$ cat config.mk
export PLATFORM = sky130hd
export DESIGN_NAME = sdram_cmd_monitor
export DESIGN_NICKNAME = d
export VERILOG_FILES = /design/src/rtl/sdram_mon_pkg.sv /design/src/rtl/sdram_cmd_decode.sv /design/src/rtl/sdram_gap_timer.sv /design/src/rtl/sdram_bank_track.sv /design/src/rtl/sdram_dev_track.sv /design/src/rtl/sdram_cmd_monitor.sv
export SDC_FILE = /design/constraint.sdc
export NUM_CORES = 1
export LEC_CHECK = 0
export ABC_AREA = 0
export BUFFER_PORTS_ARGS = -buffer_cell sky130_fd_sc_hd__buf_2
export CAP_MARGIN = 10
export CELL_PAD_IN_SITES_DETAIL_PLACEMENT = 0
export CELL_PAD_IN_SITES_GLOBAL_PLACEMENT = 2
export CORE_MARGIN = 2
export CORE_UTILIZATION = 35
export CTS_BUF_LIST = sky130_fd_sc_hd__clkbuf_16
export CTS_CLUSTER_SIZE = 12
export DETAILED_ROUTE_END_ITERATION = 10
export PLACE_DENSITY_LB_ADDON = 0.3
export SLEW_MARGIN = 20
export SYNTH_ARGS = -nofsm -noshare
export SYNTH_HDL_FRONTEND = slang
export SYNTH_HIERARCHICAL = 1
export SYNTH_SLANG_ARGS = --single-unit
$ cat constraint.sdc
create_clock -name clk -period 3.1 [get_ports clk]
set_input_delay 0.155 -clock clk [delete_from_list [all_inputs] [get_ports clk]]
set_output_delay 0.155 -clock clk [all_outputs]
set_load 0.02 [all_outputs]
$ cat src/rtl/sdram_mon_pkg.sv
package sdram_mon_pkg;

   typedef enum logic [3:0] {
      CMD_DESEL = 4'd0,
      CMD_NOP   = 4'd1,
      CMD_MRS   = 4'd2,
      CMD_REF   = 4'd3,
      CMD_PRE   = 4'd4,
      CMD_ACT   = 4'd5,
      CMD_RD    = 4'd6,
      CMD_WR    = 4'd7,
      CMD_BST   = 4'd8
   } cmd_e;

   typedef enum logic [1:0] {
      DEV_NORM = 2'd0,
      DEV_REF  = 2'd1,
      DEV_MRS  = 2'd2
   } dev_mode_e;

   localparam int unsigned T_MRD = 2;

endpackage

$ cat src/rtl/sdram_cmd_decode.sv
module sdram_cmd_decode
   import sdram_mon_pkg::*;
(
   input  logic cs_n,
   input  logic ras_n,
   input  logic cas_n,
   input  logic we_n,
   output cmd_e cmd
);
   always_comb begin
      if (cs_n) begin
         cmd = CMD_DESEL;
      end else begin
         case ({ras_n, cas_n, we_n})
            3'b000:  cmd = CMD_MRS;
            3'b001:  cmd = CMD_REF;
            3'b010:  cmd = CMD_PRE;
            3'b011:  cmd = CMD_ACT;
            3'b100:  cmd = CMD_WR;
            3'b101:  cmd = CMD_RD;
            3'b110:  cmd = CMD_BST;
            default: cmd = CMD_NOP;
         endcase
      end
   end
endmodule

$ cat src/rtl/sdram_gap_timer.sv
module sdram_gap_timer #(
   parameter int unsigned LIMIT = 3
) (
   input  logic clk,
   input  logic rst_n,
   input  logic load,
   output logic done
);
   localparam int unsigned CW = (LIMIT > 1) ? $clog2(LIMIT) : 1;
   localparam logic [CW-1:0] RELOAD = CW'(LIMIT - 1);

   logic [CW-1:0] cnt;

   always_ff @(posedge clk) begin
      if (!rst_n) begin
         cnt <= '0;
      end else if (load) begin
         cnt <= RELOAD;
      end else if (cnt != '0) begin
         cnt <= cnt - 1'b1;
      end
   end

   assign done = (cnt == '0);
endmodule

$ cat src/rtl/sdram_bank_track.sv
module sdram_bank_track #(
   parameter int unsigned T_RCD = 3,
   parameter int unsigned T_RAS = 5
) (
   input  logic clk,
   input  logic rst_n,
   input  logic act_go,
   input  logic rw_go,
   input  logic rw_ap,
   input  logic pre_go,
   output logic active,
   output logic rcd_ok,
   output logic ras_ok
);
   always_ff @(posedge clk) begin
      if (!rst_n) begin
         active <= 1'b0;
      end else if (act_go) begin
         active <= 1'b1;
      end else if (pre_go || (rw_go && rw_ap)) begin
         active <= 1'b0;
      end
   end

   sdram_gap_timer #(.LIMIT(T_RCD)) u_rcd (
      .clk(clk), .rst_n(rst_n), .load(act_go), .done(rcd_ok)
   );

   sdram_gap_timer #(.LIMIT(T_RAS)) u_ras (
      .clk(clk), .rst_n(rst_n), .load(act_go), .done(ras_ok)
   );
endmodule

$ cat src/rtl/sdram_dev_track.sv
module sdram_dev_track
   import sdram_mon_pkg::*;
#(
   parameter int unsigned T_RC  = 6,
   parameter int unsigned T_RRD = 2
) (
   input  logic      clk,
   input  logic      rst_n,
   input  logic      ref_go,
   input  logic      mrs_go,
   input  logic      act_go,
   output dev_mode_e mode,
   output logic      rrd_ok
);
   localparam int unsigned BUSY_MAX = (T_RC > T_MRD) ? T_RC : T_MRD;
   localparam int unsigned CW       = $clog2(BUSY_MAX);

   logic [CW-1:0] busy_cnt;

   always_ff @(posedge clk) begin
      if (!rst_n) begin
         mode     <= DEV_NORM;
         busy_cnt <= '0;
      end else if (ref_go) begin
         mode     <= DEV_REF;
         busy_cnt <= CW'(T_RC - 1);
      end else if (mrs_go) begin
         mode     <= DEV_MRS;
         busy_cnt <= CW'(T_MRD - 1);
      end else if (mode != DEV_NORM) begin
         if (busy_cnt <= CW'(1)) begin
            mode     <= DEV_NORM;
            busy_cnt <= '0;
         end else begin
            busy_cnt <= busy_cnt - 1'b1;
         end
      end
   end

   sdram_gap_timer #(.LIMIT(T_RRD)) u_rrd (
      .clk(clk), .rst_n(rst_n), .load(act_go), .done(rrd_ok)
   );
endmodule

$ cat src/rtl/sdram_cmd_monitor.sv
module sdram_cmd_monitor
   import sdram_mon_pkg::*;
#(
   parameter int unsigned NUM_BANKS = 2,
   parameter int unsigned T_RC      = 6,
   parameter int unsigned T_RCD     = 3,
   parameter int unsigned T_RRD     = 2,
   parameter int unsigned T_RAS     = 5,
   localparam int unsigned BA_W     = $clog2(NUM_BANKS)
) (
   input  logic                 clk,
   input  logic                 rst_n,
   input  logic                 cs_n,
   input  logic                 ras_n,
   input  logic                 cas_n,
   input  logic                 we_n,
   input  logic [BA_W-1:0]      ba,
   input  logic                 a10,
   output logic [3:0]           cmd_code,
   output logic [NUM_BANKS-1:0] bank_active,
   output logic [1:0]           dev_state,
   output logic                 err_state,
   output logic                 err_timing
);
   if (NUM_BANKS < 2 || (NUM_BANKS & (NUM_BANKS - 1)) != 0) begin : g_bad_banks
      $error("NUM_BANKS must be a power of two, at least 2");
   end
   if (T_RC < 2) begin : g_bad_rc
      $error("T_RC must be at least 2");
   end
   if (T_RCD < 1 || T_RRD < 1 || T_RAS < 1) begin : g_bad_gap
      $error("gap parameters must be at least 1");
   end

   cmd_e                 cmd_now;
   dev_mode_e            mode;
   logic                 rrd_ok;
   logic [NUM_BANKS-1:0] act_v, rcd_ok_v, ras_ok_v;
   logic [NUM_BANKS-1:0] act_go_v, rw_go_v, pre_go_v;
   logic                 st_bad, tm_bad, tm_eff, cmd_ok;
   logic                 tgt_act, tgt_rcd, tgt_ras, dev_norm, all_idle;

   sdram_cmd_decode u_dec (
      .cs_n(cs_n), .ras_n(ras_n), .cas_n(cas_n), .we_n(we_n), .cmd(cmd_now)
   );

   assign dev_norm = (mode == DEV_NORM);
   assign all_idle = (act_v == '0);
   assign tgt_act  = act_v[ba];
   assign tgt_rcd  = rcd_ok_v[ba];
   assign tgt_ras  = ras_ok_v[ba];

   always_comb begin
      st_bad = 1'b0;
      tm_bad = 1'b0;
      case (cmd_now)
         CMD_MRS, CMD_REF: st_bad = !dev_norm || !all_idle;
         CMD_ACT: begin
            st_bad = !dev_norm || tgt_act;
            tm_bad = !rrd_ok;
         end
         CMD_RD, CMD_WR: begin
            st_bad = !dev_norm || !tgt_act;
            tm_bad = !tgt_rcd;
         end
         CMD_PRE: begin
            st_bad = !dev_norm;
            tm_bad = tgt_act && !tgt_ras;
         end
         CMD_BST: st_bad = !dev_norm;
         default: begin
            st_bad = 1'b0;
            tm_bad = 1'b0;
         end
      endcase
   end

   assign tm_eff = tm_bad && !st_bad;
   assign cmd_ok = !st_bad && !tm_bad;

   for (genvar g = 0; g < NUM_BANKS; g++) begin : g_bank
      logic hit;
      assign hit         = (ba == BA_W'(g));
      assign act_go_v[g] = cmd_ok && hit && (cmd_now == CMD_ACT);
      assign rw_go_v[g]  = cmd_ok && hit && (cmd_now == CMD_RD || cmd_now == CMD_WR);
      assign pre_go_v[g] = cmd_ok && hit && (cmd_now == CMD_PRE);

      sdram_bank_track #(.T_RCD(T_RCD), .T_RAS(T_RAS)) u_bank (
         .clk(clk), .rst_n(rst_n),
         .act_go(act_go_v[g]), .rw_go(rw_go_v[g]), .rw_ap(a10),
         .pre_go(pre_go_v[g]),
         .active(act_v[g]), .rcd_ok(rcd_ok_v[g]), .ras_ok(ras_ok_v[g])
      );
   end

   sdram_dev_track #(.T_RC(T_RC), .T_RRD(T_RRD)) u_dev (
      .clk(clk), .rst_n(rst_n),
      .ref_go(cmd_ok && cmd_now == CMD_REF),
      .mrs_go(cmd_ok && cmd_now == CMD_MRS),
      .act_go(|act_go_v),
      .mode(mode), .rrd_ok(rrd_ok)
   );

   always_ff @(posedge clk) begin
      if (!rst_n) begin
         cmd_code   <= CMD_DESEL;
         err_state  <= 1'b0;
         err_timing <= 1'b0;
      end else begin
         cmd_code   <= cmd_now;
         err_state  <= st_bad;
         err_timing <= tm_eff;
      end
   end

   assign bank_active = act_v;
   assign dev_state   = mode;
endmodule

==> metrics <==
first-pass GRT wire length=4400 um; ANT nets after route=0; fin crit share=75.4%; clock sink total=24; vias in the first global route=1003; number of vias per cell=4.85; Worst Hold Launch=a10; total congestion overflow=0; slowest stage delay, CP=0.43 ns; CTS root buffer=clkbuf_16; Cells after DPL=209; pins over their slew limit=0; top post-synthesis cells by area=dfxtp_1 36%, ha_1 7.6%, inv_1 4.8%; crit-path leading delay family=simple AND/OR/NAND/NOR gates; Initial DRT Pass Iterations=5; Buf/Inv on CP=1; Critical Path, Cell by Cell=buf_2 -> xnor2_1 -> nor2_1 -> nand4bb_1 -> mux2_4 -> a32oi_2 -> nor3b_1 -> and2b_2 -> or4b_1 -> o21ai_1; number of flops mapped to enable cells by yosys=0; initial core utilization=36.4%; number of top-level pins=18; number of synthesized register bits=24; crit end category=register; full die area=4280 sq um; reg2reg end=g_bank[1].u_bank/u_rcd/cnt[0]; Setup Buffers After CTS=0; Die Y=65.4 um; largest net degree at the start of global routing=24; CTS H-tree lvls=1; CTS tree=yes; Layout area overhead=18.1%; Fillers=363; Setup TNS Final=0 ns; outcome=completed; Non-Filler Instances=213; top-count cell post-synth=dfxtp_1; skew final=0.00234 ns; Max Cap Viol=0; crit path max fanout=8; RSZ-0062 raised after global routing=false; CTS hold repair buffers=0; Async S/R FF share, synth=0%; worst-case clock buffer depth=2; drt total wl=2510 um; Worst Tran Pin Value=0.587 ns; gpl congestion=0.786; I/O Buffers=17; Leak=0.651 nW; HP Class=in -> reg; critical path startpoint category=primary input; hold path depth=3; Mapped Avg Cell Area=9.37 sq um; final hold violations=0; Main synth FF type=dfxtp_1; flop-to-flop setup slack=0.80 ns; Residual DRC=0; Worst-Skew Late Latency=0.26 ns; width of the die=65.4 um; Hold Crit Endpoint=g_bank[0].u_bank/active; Cell Pwr Density=566 nW/um^2; final core utilization=42.9%; Post-Syn Area=1320 sq um; share of the synthesized area in the top cell type=36.4%; final worst setup slack=0.764 ns; WS Path Type=in -> reg; cell taking the most area after synthesis=dfxtp_1; DP Worst Slack=0.480 ns; Critical Path Slowest Stage Cell=or4b_1; Seq/Total Area, Yosys=36.4%; layout cells sized above 1=24.2%; WP data required=3.29 ns; Final Critical Period=2.34 ns; antenna diode count=0; Core Rows=22; Crit Reg-Reg Startpoint=g_bank[1].u_bank/u_ras/cnt[1]; CTS Buf Count=3; DR iter-0 viols=26; Post-Synthesis Cells=141; antenna violations before repair=0; routed len/inst=11.8 um; global-route usage over all layers=13.1%; Post-DP HPWL=1920 um; reg2reg path depth=9; Synth cell types=45; Mapped Nets=157; Fmax=0.428 GHz; max_slew headroom=60.8%; Post-synth top cells=24 x dfxtp_1, 17 x inv_1, 12 x nor2_1; vias post-DR=1033; Core ar.=3630 sq um; PostCTS Resize Cnt=0; clock-pin slew on the worst setup and hold paths=0.06 ns; Nets=182; Yosys warning total=6; final setup fails=0; Critical Path AT=2.53 ns; Worst VDD drop=0.000197 V
[power by group]
part           switching (W)  internal, W
Sequential         0.0000172     0.000342
Combinational       0.000131     0.000110
Clock               0.000111     0.000173
[worst max path at each step]
stage	start	end	slack [ns]	cells after the start
2_1_floorplan	cs_n	u_dev/busy_cnt[1]	0.73	9
4_1_cts	cas_n	u_dev/busy_cnt[1]	0.76	10
5_1_grt	cas_n	u_dev/busy_cnt[1]	0.54	10
3_3_place_gp	cas_n	g_bank[1].u_bank/u_rcd/cnt[0]	0.41	10
6_report	cas_n	u_dev/busy_cnt[1]	0.76	10
3_5_place_dp	cas_n	u_dev/busy_cnt[1]	0.48	10
[layer usage]
metal	vias to the layer above	global-route usage, %	routed length, um
met5	-	0	0
met4	0	5.47	31
met3	2	2.23	100
met2	19	21.9	1140
met1	468	16.5	1240
li1	544	-	-
[logic make-up after synthesis]
kind of cell | synth area share, %
AOI/OAI and AO/OA | 14.5
xor gates and xnor gates | 2.65
adders and majority gates | 7.58
buffers and inverters | 6.53
DFF | 36.4
muxes | 6.72
and+or+nand+nor | 25.7
[sequential cells by signal, indices dropped and copies added, names as in the netlist]
name	count
u_dev/busy_cnt	3
err_timing	1
u_dev/u_rrd/cnt	1
g_bank.u_bank/u_ras/cnt	6
g_bank.u_bank/u_rcd/cnt	4
u_dev/mode	2
cmd_code	4
g_bank.u_bank/active	2
err_state	1
[tightest hold or removal path: stages]
cell,delay [ns]
buf_2,0.10
a211oi_2,0.06
o21a_1,0.15
[layout by cell type, fill, tap and decap left out, drive strengths merged, types with 2 or more instances in the layout]
master | synthesis | final
and4bb | 2 | 2
o32ai | 2 | 2
o21a | 5 | 5
clkbuf | 0 | 3
nor4 | 6 | 6
inv | 17 | 17
nor3 | 2 | 2
nand2b | 2 | 2
o21ai | 2 | 2
xnor2 | 2 | 2
a211oi | 4 | 4
nand2 | 6 | 6
and2 | 6 | 6
ha | 8 | 8
a21oi | 3 | 3
xor2 | 2 | 2
and2b | 3 | 3
buf | 2 | 22
a31oi | 2 | 2
nor2 | 12 | 12
nor2b | 5 | 5
mux2 | 6 | 6
dfxtp | 24 | 24
[layout make-up]
cell class | count | area, sq um | share of cell area (%)
clock buffers | 3 | 75.1 | 4.81
clock inverters | 1 | 3.75 | 0.241
flip-flops and latches | 24 | 480 | 30.8
repair buffers | 22 | 123 | 7.86
well taps | 48 | 60.1 | 3.85
inverters | 17 | 63.8 | 4.09
multi-input cells | 98 | 754 | 48.4
[metrics by stage]
stage	power [W]	cell area (sq um)	hold slack (ns)
floorplan	0.000550	1320	0.266
global placement	0.000597	1480	0.448
detailed placement	0.000611	1480	0.461
CTS	0.000897	1560	0.257
global route	0.000947	1560	0.268
finish	0.000883	1560	0.255
No activity file was read; power rests on OpenSTA's default activity.
